File: src/rtl/cec_af_pkg.sv
package cec_af_pkg;

    localparam int LA_W    = 4;
    localparam int NUM_LA  = 15;
    localparam int BYTE_W  = 2 * LA_W;

    // Frame ownership classes held while a frame is in progress
    typedef enum logic [1:0] {
        FR_IDLE  = 2'd0,
        FR_OWN   = 2'd1,
        FR_BCAST = 2'd2,
        FR_SNOOP = 2'd3
    } frame_cls_e;

    typedef struct packed {
        frame_cls_e cls;
        logic       last_pend;
    } frame_st_t;

    function automatic frame_cls_e classify(input logic is_bcast,
                                            input logic own_hit,
                                            input logic full_mode);
        frame_cls_e c;
        if (is_bcast)       c = FR_BCAST;
        else if (own_hit)   c = FR_OWN;
        else if (full_mode) c = FR_SNOOP;
        else                c = FR_IDLE;
        return c;
    endfunction

    // Frames where a follower is expected to pull the acknowledge low
    function automatic logic is_directed(input frame_cls_e c);
        return (c == FR_OWN) || (c == FR_SNOOP);
    endfunction

    function automatic logic wants_low(input frame_cls_e c, input logic nak);
        return (c == FR_OWN) || ((c == FR_BCAST) && nak);
    endfunction

endpackage

File: src/rtl/cec_af_decode.sv
module cec_af_decode
    import cec_af_pkg::*;
#(
    parameter int N_ADDR = NUM_LA,
    parameter int AW     = LA_W
) (
    input  logic              clk,
    input  logic              rst,
    input  logic [N_ADDR-1:0] own_mask,
    input  logic [AW-1:0]     dest,
    output logic              own_hit,
    output logic              is_bcast
);
    localparam logic [AW-1:0] BCAST_ADDR = {AW{1'b1}};

    logic [N_ADDR-1:0] hit_vec;

    // One comparator per claimable logical address
    for (genvar k = 0; k < N_ADDR; k++) begin : g_match
        if (k == int'(BCAST_ADDR)) begin : g_skip
            assign hit_vec[k] = 1'b0;
        end else begin : g_cmp
            assign hit_vec[k] = own_mask[k] && (dest == AW'(k));
        end
    end

    assign own_hit  = |hit_vec;
    assign is_bcast = (dest == BCAST_ADDR);

    // an empty mask can never claim a destination
    p_empty_mask_r4: assert property (@(posedge clk) disable iff (rst)
        (own_mask == '0) |-> !own_hit);

endmodule

File: src/rtl/cec_af_frame_ctl.sv
module cec_af_frame_ctl
    import cec_af_pkg::*;
(
    input  logic       clk,
    input  logic       rst,
    input  logic       byte_done,
    input  logic       byte_first,
    input  logic       byte_last,
    input  logic       ack_sample,
    input  logic       own_hit,
    input  logic       is_bcast,
    input  logic       full_listen,
    output frame_cls_e cls,
    output logic       frame_accept
);
    frame_st_t st_q, st_d;

    always_comb begin
        st_d = st_q;
        if (byte_done && byte_first) begin
            st_d.cls       = classify(is_bcast, own_hit, full_listen);
            st_d.last_pend = byte_last;
        end else if (byte_done && (st_q.cls != FR_IDLE)) begin
            st_d.last_pend = byte_last;
        end else if (ack_sample && st_q.last_pend) begin
            st_d.cls       = FR_IDLE;
            st_d.last_pend = 1'b0;
        end
    end

    always_ff @(posedge clk) begin
        if (rst) begin
            st_q.cls       <= FR_IDLE;
            st_q.last_pend <= 1'b0;
        end else begin
            st_q <= st_d;
        end
    end

    assign cls          = st_q.cls;
    assign frame_accept = (st_q.cls != FR_IDLE);

    // a broadcast header is always taken
    p_bcast_taken_r6: assert property (@(posedge clk) disable iff (rst)
        (byte_done && byte_first && is_bcast) |=> frame_accept);

    // the slot after the final byte releases the frame
    p_release_r11: assert property (@(posedge clk) disable iff (rst)
        (ack_sample && st_q.last_pend && !byte_done) |=> !frame_accept);

    // a non-header byte cannot open a frame
    p_no_open_r11: assert property (@(posedge clk) disable iff (rst)
        (!frame_accept && !(byte_done && byte_first)) |=> !frame_accept);

endmodule

File: src/rtl/cec_af_ack.sv
module cec_af_ack
    import cec_af_pkg::*;
(
    input  logic       clk,
    input  logic       rst,
    input  frame_cls_e cls,
    input  logic       ack_window,
    input  logic       ack_sample,
    input  logic       ack_line,
    input  logic       bcast_nak,
    output logic       ack_drive,
    output logic       miss_ack
);
    logic drive_q;
    logic miss_q;

    always_ff @(posedge clk) begin
        if (rst) begin
            drive_q <= 1'b0;
            miss_q  <= 1'b0;
        end else begin
            drive_q <= ack_window && wants_low(cls, bcast_nak);
            miss_q  <= ack_sample && is_directed(cls) && ack_line;
        end
    end

    assign ack_drive = drive_q;
    assign miss_ack  = miss_q;

    // no drive unless the window was open a cycle earlier
    p_drive_in_window_r12: assert property (@(posedge clk) disable iff (rst)
        ack_drive |-> $past(ack_window));

    // snooped frames are never acknowledged
    p_snoop_silent_r8: assert property (@(posedge clk) disable iff (rst)
        ($past(cls) == FR_SNOOP) |-> !ack_drive);

    // broadcast drive only on a refuse request
    p_bcast_refuse_r7: assert property (@(posedge clk) disable iff (rst)
        (ack_drive && ($past(cls) == FR_BCAST)) |-> $past(bcast_nak));

    // the flag follows a high line at the sample point
    p_miss_cause_r10: assert property (@(posedge clk) disable iff (rst)
        miss_ack |-> ($past(ack_sample) && $past(ack_line)));

endmodule

File: src/rtl/cec_addr_filter.sv
module cec_addr_filter
    import cec_af_pkg::*;
(
    input  logic              clk,
    input  logic              rst,
    input  logic [NUM_LA-1:0] own_mask,
    input  logic              full_listen,
    input  logic              byte_done,
    input  logic [BYTE_W-1:0] byte_data,
    input  logic              byte_first,
    input  logic              byte_last,
    input  logic              ack_window,
    input  logic              ack_sample,
    input  logic              ack_line,
    input  logic              bcast_nak,
    output logic              frame_accept,
    output logic              ack_drive,
    output logic              miss_ack
);
    logic [LA_W-1:0] hdr_dest;
    logic [LA_W-1:0] unused_initiator;
    logic            own_hit;
    logic            is_bcast;
    frame_cls_e      cls;

    assign hdr_dest         = byte_data[LA_W-1:0];
    assign unused_initiator = byte_data[BYTE_W-1:LA_W];

    cec_af_decode #(.N_ADDR(NUM_LA), .AW(LA_W)) u_decode (
        .clk      (clk),
        .rst      (rst),
        .own_mask (own_mask),
        .dest     (hdr_dest),
        .own_hit  (own_hit),
        .is_bcast (is_bcast)
    );

    cec_af_frame_ctl u_frame (
        .clk          (clk),
        .rst          (rst),
        .byte_done    (byte_done),
        .byte_first   (byte_first),
        .byte_last    (byte_last),
        .ack_sample   (ack_sample),
        .own_hit      (own_hit),
        .is_bcast     (is_bcast),
        .full_listen  (full_listen),
        .cls          (cls),
        .frame_accept (frame_accept)
    );

    cec_af_ack u_ack (
        .clk        (clk),
        .rst        (rst),
        .cls        (cls),
        .ack_window (ack_window),
        .ack_sample (ack_sample),
        .ack_line   (ack_line),
        .bcast_nak  (bcast_nak),
        .ack_drive  (ack_drive),
        .miss_ack   (miss_ack)
    );

    // drive never appears outside an accepted frame
    p_drive_in_frame_r12: assert property (@(posedge clk) disable iff (rst)
        ack_drive |-> $past(frame_accept));

endmodule

File: config.mk
export PLATFORM = sky130hd
export DESIGN_NAME = cec_addr_filter
export DESIGN_NICKNAME = d
export VERILOG_FILES = /design/src/rtl/cec_af_pkg.sv /design/src/rtl/cec_af_decode.sv /design/src/rtl/cec_af_frame_ctl.sv /design/src/rtl/cec_af_ack.sv /design/src/rtl/cec_addr_filter.sv
export SDC_FILE = /design/constraint.sdc
export NUM_CORES = 1
export LEC_CHECK = 0
export ABC_CLOCK_PERIOD_IN_PS = 1840
export CORE_UTILIZATION = 28
export DETAILED_ROUTE_END_ITERATION = 7
export PLACE_DENSITY = 0.74
export SLEW_MARGIN = 20
export SYNTH_ARGS = -nofsm -noshare
export SYNTH_HDL_FRONTEND = slang
export SYNTH_SLANG_ARGS = --single-unit
File: constraint.sdc
create_clock -name clk -period 1.84 [get_ports clk]
set_input_delay 0.368 -clock clk [delete_from_list [all_inputs] [get_ports clk]]
set_output_delay 0.368 -clock clk [all_outputs]
set_load 0.02 [all_outputs]
# --- Word-level counts from Yosys, hierarchy flattened ---
# Cells that the tools add are included.
word_totals:
  register_bits: 5
  in_bits: 33
  output_inout_bits: 3
classes:
  n_eq_ne: 19
  muxes: 7
  reduce_logical: 30
ops:
  columns: ["op", "count"]
  rows:
  - ["$eq A4 B4 Y1 const B", 8]
  - ["$logic_and A1 B1 Y1", 22]
  - ["$eq A4 B3 Y1 const B", 4]
  - ["$reduce_or A15 Y1", 1]
  - ["$eq A4 B2 Y1 const B", 2]
  - ["$mux W2", 4]
  - ["$mux W3", 2]
  - ["$eq A2 B2 Y1 const B", 2]
  - ["$eq A4 B1 Y1 const B", 1]
  - ["$logic_not A4 Y1", 1]
  - ["$reduce_bool A2 Y1", 2]
  - ["$reduce_bool A3 Y1", 1]
  - ["$eq A2 B1 Y1 const B", 1]
  - ["$logic_or A1 B1 Y1", 2]
  - ["$ne A2 B1 Y1 const B", 1]
  - ["$reduce_and A2 Y1", 1]
  - ["$mux W1", 1]

# --- Longest topological paths before layout ---
logic_depth:
  depth_word: 6
  mapped_depth: 5

# --- Modules after synthesis ---
# Synthesis repeated with hierarchy kept, for this count alone.
hier_totals:
  cells_unflattened: 38
  hier_area_um2: 392.9
by_module_without_submodules:
  columns: ["mod", "n_inst", "cells_each", "area_each_um2", "seq_area_each_um2"]
  rows:
  - ["cec_af_frame_ctl", 1, 20, 170.2, 60.1]
  - ["cec_af_decode", 1, 11, 142.6, 0.0]
  - ["cec_af_ack", 1, 7, 80.1, 40.0]

# --- Worst setup path before layout ---
# Ideal clock, no wire load.
synth_path:
  path_kind: "input to register"
  startpoint: "input port byte_data[1]"
  endpoint: "register u_frame.cls[0] (netlist name)"
  t_arrival_ns: 1.378
  required_ns: 1.720
  setup_slack_ns: 0.342
  path_stages: 5
  path_buffers: 1
  path_cell_list: "buf_6 > mux4_2 > nor2_1 > a311oi_1 > o31a_1"
synth_via:
  elab_chain_len: 6
  elab_cells_between_ends: 35
  classes_between: "eq/ne: 15; mux: 3; reduce/logical: 17"
synth_rtl:
  columns: ["element", "line", "text"]
  rows:
  - ["start, declared", "cec_addr_filter.sv:9", "input logic [BYTE_W-1:0] byte_data,"]
  - ["$eq A4 B1 Y1 (tied with other cells)", "cec_af_decode.sv:23", "assign hit_vec[k] = own_mask[k] && (dest == AW'(k));"]
  - ["$logic_and A1 B1 Y1", "cec_af_decode.sv:23", null]
  - ["$reduce_or A15 Y1", "cec_af_decode.sv:27", "assign own_hit = |hit_vec;"]
  - ["$mux W2", "cec_af_pkg.sv:25", "else if (own_hit) c = FR_OWN;"]
  - ["$mux W2 (*)", "cec_af_pkg.sv:24", "if (is_bcast) c = FR_BCAST;"]
  - ["$mux W3 (*)", "cec_af_frame_ctl.sv:20", "if (byte_done && byte_first) begin"]
# Mark *: on every way between the ends. The rest lies on a longest branch, timed or not.
# A chain may end at the register's enable or synchronous reset.

# --- Worst setup path after layout ---
layout_path:
  startpoint: "input port byte_data[2]"
  endpoint: "register u_frame.cls[1] (netlist name)"
layout_via:
  elab_chain_len: 6
  elab_cells_between_ends: 35
  classes_between: "eq/ne: 15; mux: 3; reduce/logical: 17"
layout_rtl:
  columns: ["element", "line"]
  rows:
  - ["$eq A4 B1 Y1 (tied with other cells)", "cec_af_decode.sv:23"]
  - ["$logic_and A1 B1 Y1", "cec_af_decode.sv:23"]
  - ["$reduce_or A15 Y1", "cec_af_decode.sv:27"]
  - ["$mux W2", "cec_af_pkg.sv:25"]
  - ["$mux W2 (*)", "cec_af_pkg.sv:24"]
  - ["$mux W3 (*)", "cec_af_frame_ctl.sv:20"]
# Marks and branches as above.

==> results.cfg <==
[power]
leakage_nw = 0.307
peakVddDrop_mv = 0.205
powerDensity_nw_per_um2 = 484
power.total_w = 0.000365

[sta]
period_minus_slack_ns = 1.61
max_freq_mhz = 622
finalHoldViolCount = 0
worst_pin_slew_ns = 0.341
slew_headroom_pct = 77.1
setup_ws_ns = 0.232
post-route-period-util_pct = 87.4
finalMaxSlewViolations = 0
fin_worst_skew_ns = 0.00433
rsz0062_at_grt = no
setup_viol = 0

[final_layout]
antenna_cells = 0
area_growth_pct = 90.8
drive_gt1_share_pct = 13.9
instances_no_fill = 94
num-fill-cells = 112
fin_nets = 113

[critical_path]
crit_slowest_cell = clkdlybuf4s50_1
end_kind = flip-flop
path_cells = clkdlybuf4s50_1 > mux2i_1 > a21o_1 > a311oi_1 > o32ai_1
crit_type = in -> reg
arrival_ns = 1.72
cpPeakStageDelay_ns = 0.56
required_ns = 1.95
cp-start-kind = primary input
crit_fanout = 4

[global_routing]
antenna_found_initial = 0
grt_pass1_wl_um = 1640
grt_usage_pct = 15.0
grt_pass1_vias = 445
grt_max_degree = 7
gr-total-overflow = 0

[clocking]
root_buffer = clkbuf_4
post_cts_buffers = 0
cts_htree_levels = 1
clkSinkCount = 5
cts_made_buffers = 3
clock_path_buffers = 2
cts_tree = done
clock_latency_ns = 0.24
clk_pin_slew_worst_paths_ns = 0.04

[yosys]
synthTopCellsByArea = dfxtp_1 25%, mux4_2 11%, and2b_4 5.1%, mux2i_1 5.1%, nor2_1 4.7%
synth_ff_type = dfxtp_1
syn-num-nets = 77
synth_common_cells = 5 x dfxtp_1, 5 x nor2_1, 3 x nand2_1
synth_edf_count = 0
synth_top_area_share_pct = 25.3
syn-instance-count = 44
synth_seq_cells = 5
synth_cell_types = 26
syn_avg_cell_area_um2 = 8.99
yosys.area.top_type = dfxtp_1
synth.cell_area_um2 = 395
synthArstFlopShare_pct = 0
yosys_warnings = 0
ys_seq_area_share_pct = 25.3

[placed_design]
dp_hpwl_um = 874
numPortBuffers = 31
place_congestion = 0.630
place_ws_ns = -0.208
dp_cells = 90

[route]
dr.first_iter.drc_count = 8
ant_nets = 0
viasPerCell = 5.16
first_pass_iters = 2
drc = 0
wl_per_cell_um = 11.1
num_vias = 485
routed_wl_um = 1040

[floorplan]
die_area_um2 = 1570
core_um2 = 1300
die_w_um = 39.6
io_pins = 36
rows = 13
die_h_um = 39.6
start_util_pct = 30.4

[outcome]
status = finished clean

[min_path]
hold_path_class = reg -> reg

[flow_run]
cap_violations = 0
routing by layer:
layer	global-route usage (%)	wire length (µm)	vias to the layer above
met5	0	0	-
met4	5.17	0	0
met3	1.70	97	0
met2	30.7	527	31
met1	14.7	415	214
li1	-	-	240
path summary, 6_finish.rpt:
check                       from              end  slack [ns]  depth (start not counted)
setup / recovery    byte_data[2]   u_frame.cls[1]        0.23                          5
hold / removal    u_frame.cls[0]   u_ack.miss_ack        0.61                          1
setup reg to reg  u_frame.cls[0]  u_frame.st_q[0]        0.80                          4
hold reg to reg   u_frame.cls[0]   u_ack.miss_ack        0.61                          1
flip-flops by register name, summed over array words and instances (netlist names):
signal and cells:
u_ack.miss_ack 1, u_frame.st_q 1, u_ack.ack_drive 1, u_frame.cls 2
cells by family (layout without fill, tap and decap cells):
logic type | Yosys count | after routing | share of synthesized area (%)
multiplexers | 5 | 5 | 19.3
AO/OA/AOI/OAI | 11 | 11 | 19.9
flip-flops | 5 | 5 | 25.3
AND/OR/NAND/NOR | 20 | 20 | 30.4
buffers and inverters | 3 | 38 | 5.06
report_power, final:
| group | switching, W | internal, W |
|---|---|---|
| sequential | 0.00000359 | 0.000113 |
| combinational | 0.0000390 | 0.0000864 |
| clock | 0.0000412 | 0.0000818 |
what timing repair did:
item                       4_1_cts  5_1_grt
setup endpoints to repair        0        3
resized for setup                0        2
hold buffers                     0        0
placed cells by master (no fill, tap or decap), types with 3 or more instances in the layout:
cell / count
clkdlybuf4s50_1: 29
nor2_1: 5
dfxtp_1: 5
nand2_1: 3
clkbuf_4: 3
stage by stage:
step | setup TNS [ns] | instance area, µm² | hold slack [ns] | utilization (%)
floorplan | 0 | 395 | 0.440 | -
global placement | -0.348 | 723 | 0.590 | 55.6
detailed placement | -0.377 | 723 | 0.599 | 55.6
CTS | 0 | 749 | 0.609 | 57.6
global route | 0 | 754 | 0.642 | 58.0
finish | 0 | 754 | 0.606 | 58.0
critical path: cells and delay by family:
kind            cells  cell delay, ns
buf+inv             1            0.56
compound gates      3            0.68
mux                 1            0.11
area by class of cell:
type	count	area (µm²)	share of cell area, %
flip-flops and latches	5	100	13.3
repair buffers	33	330	43.8
clock buffers	4	26.3	3.48
multi-input cells	36	275	36.5
well taps	15	18.8	2.49
inverters	1	3.75	0.498
No activity file was read; power rests on OpenSTA's default activity.
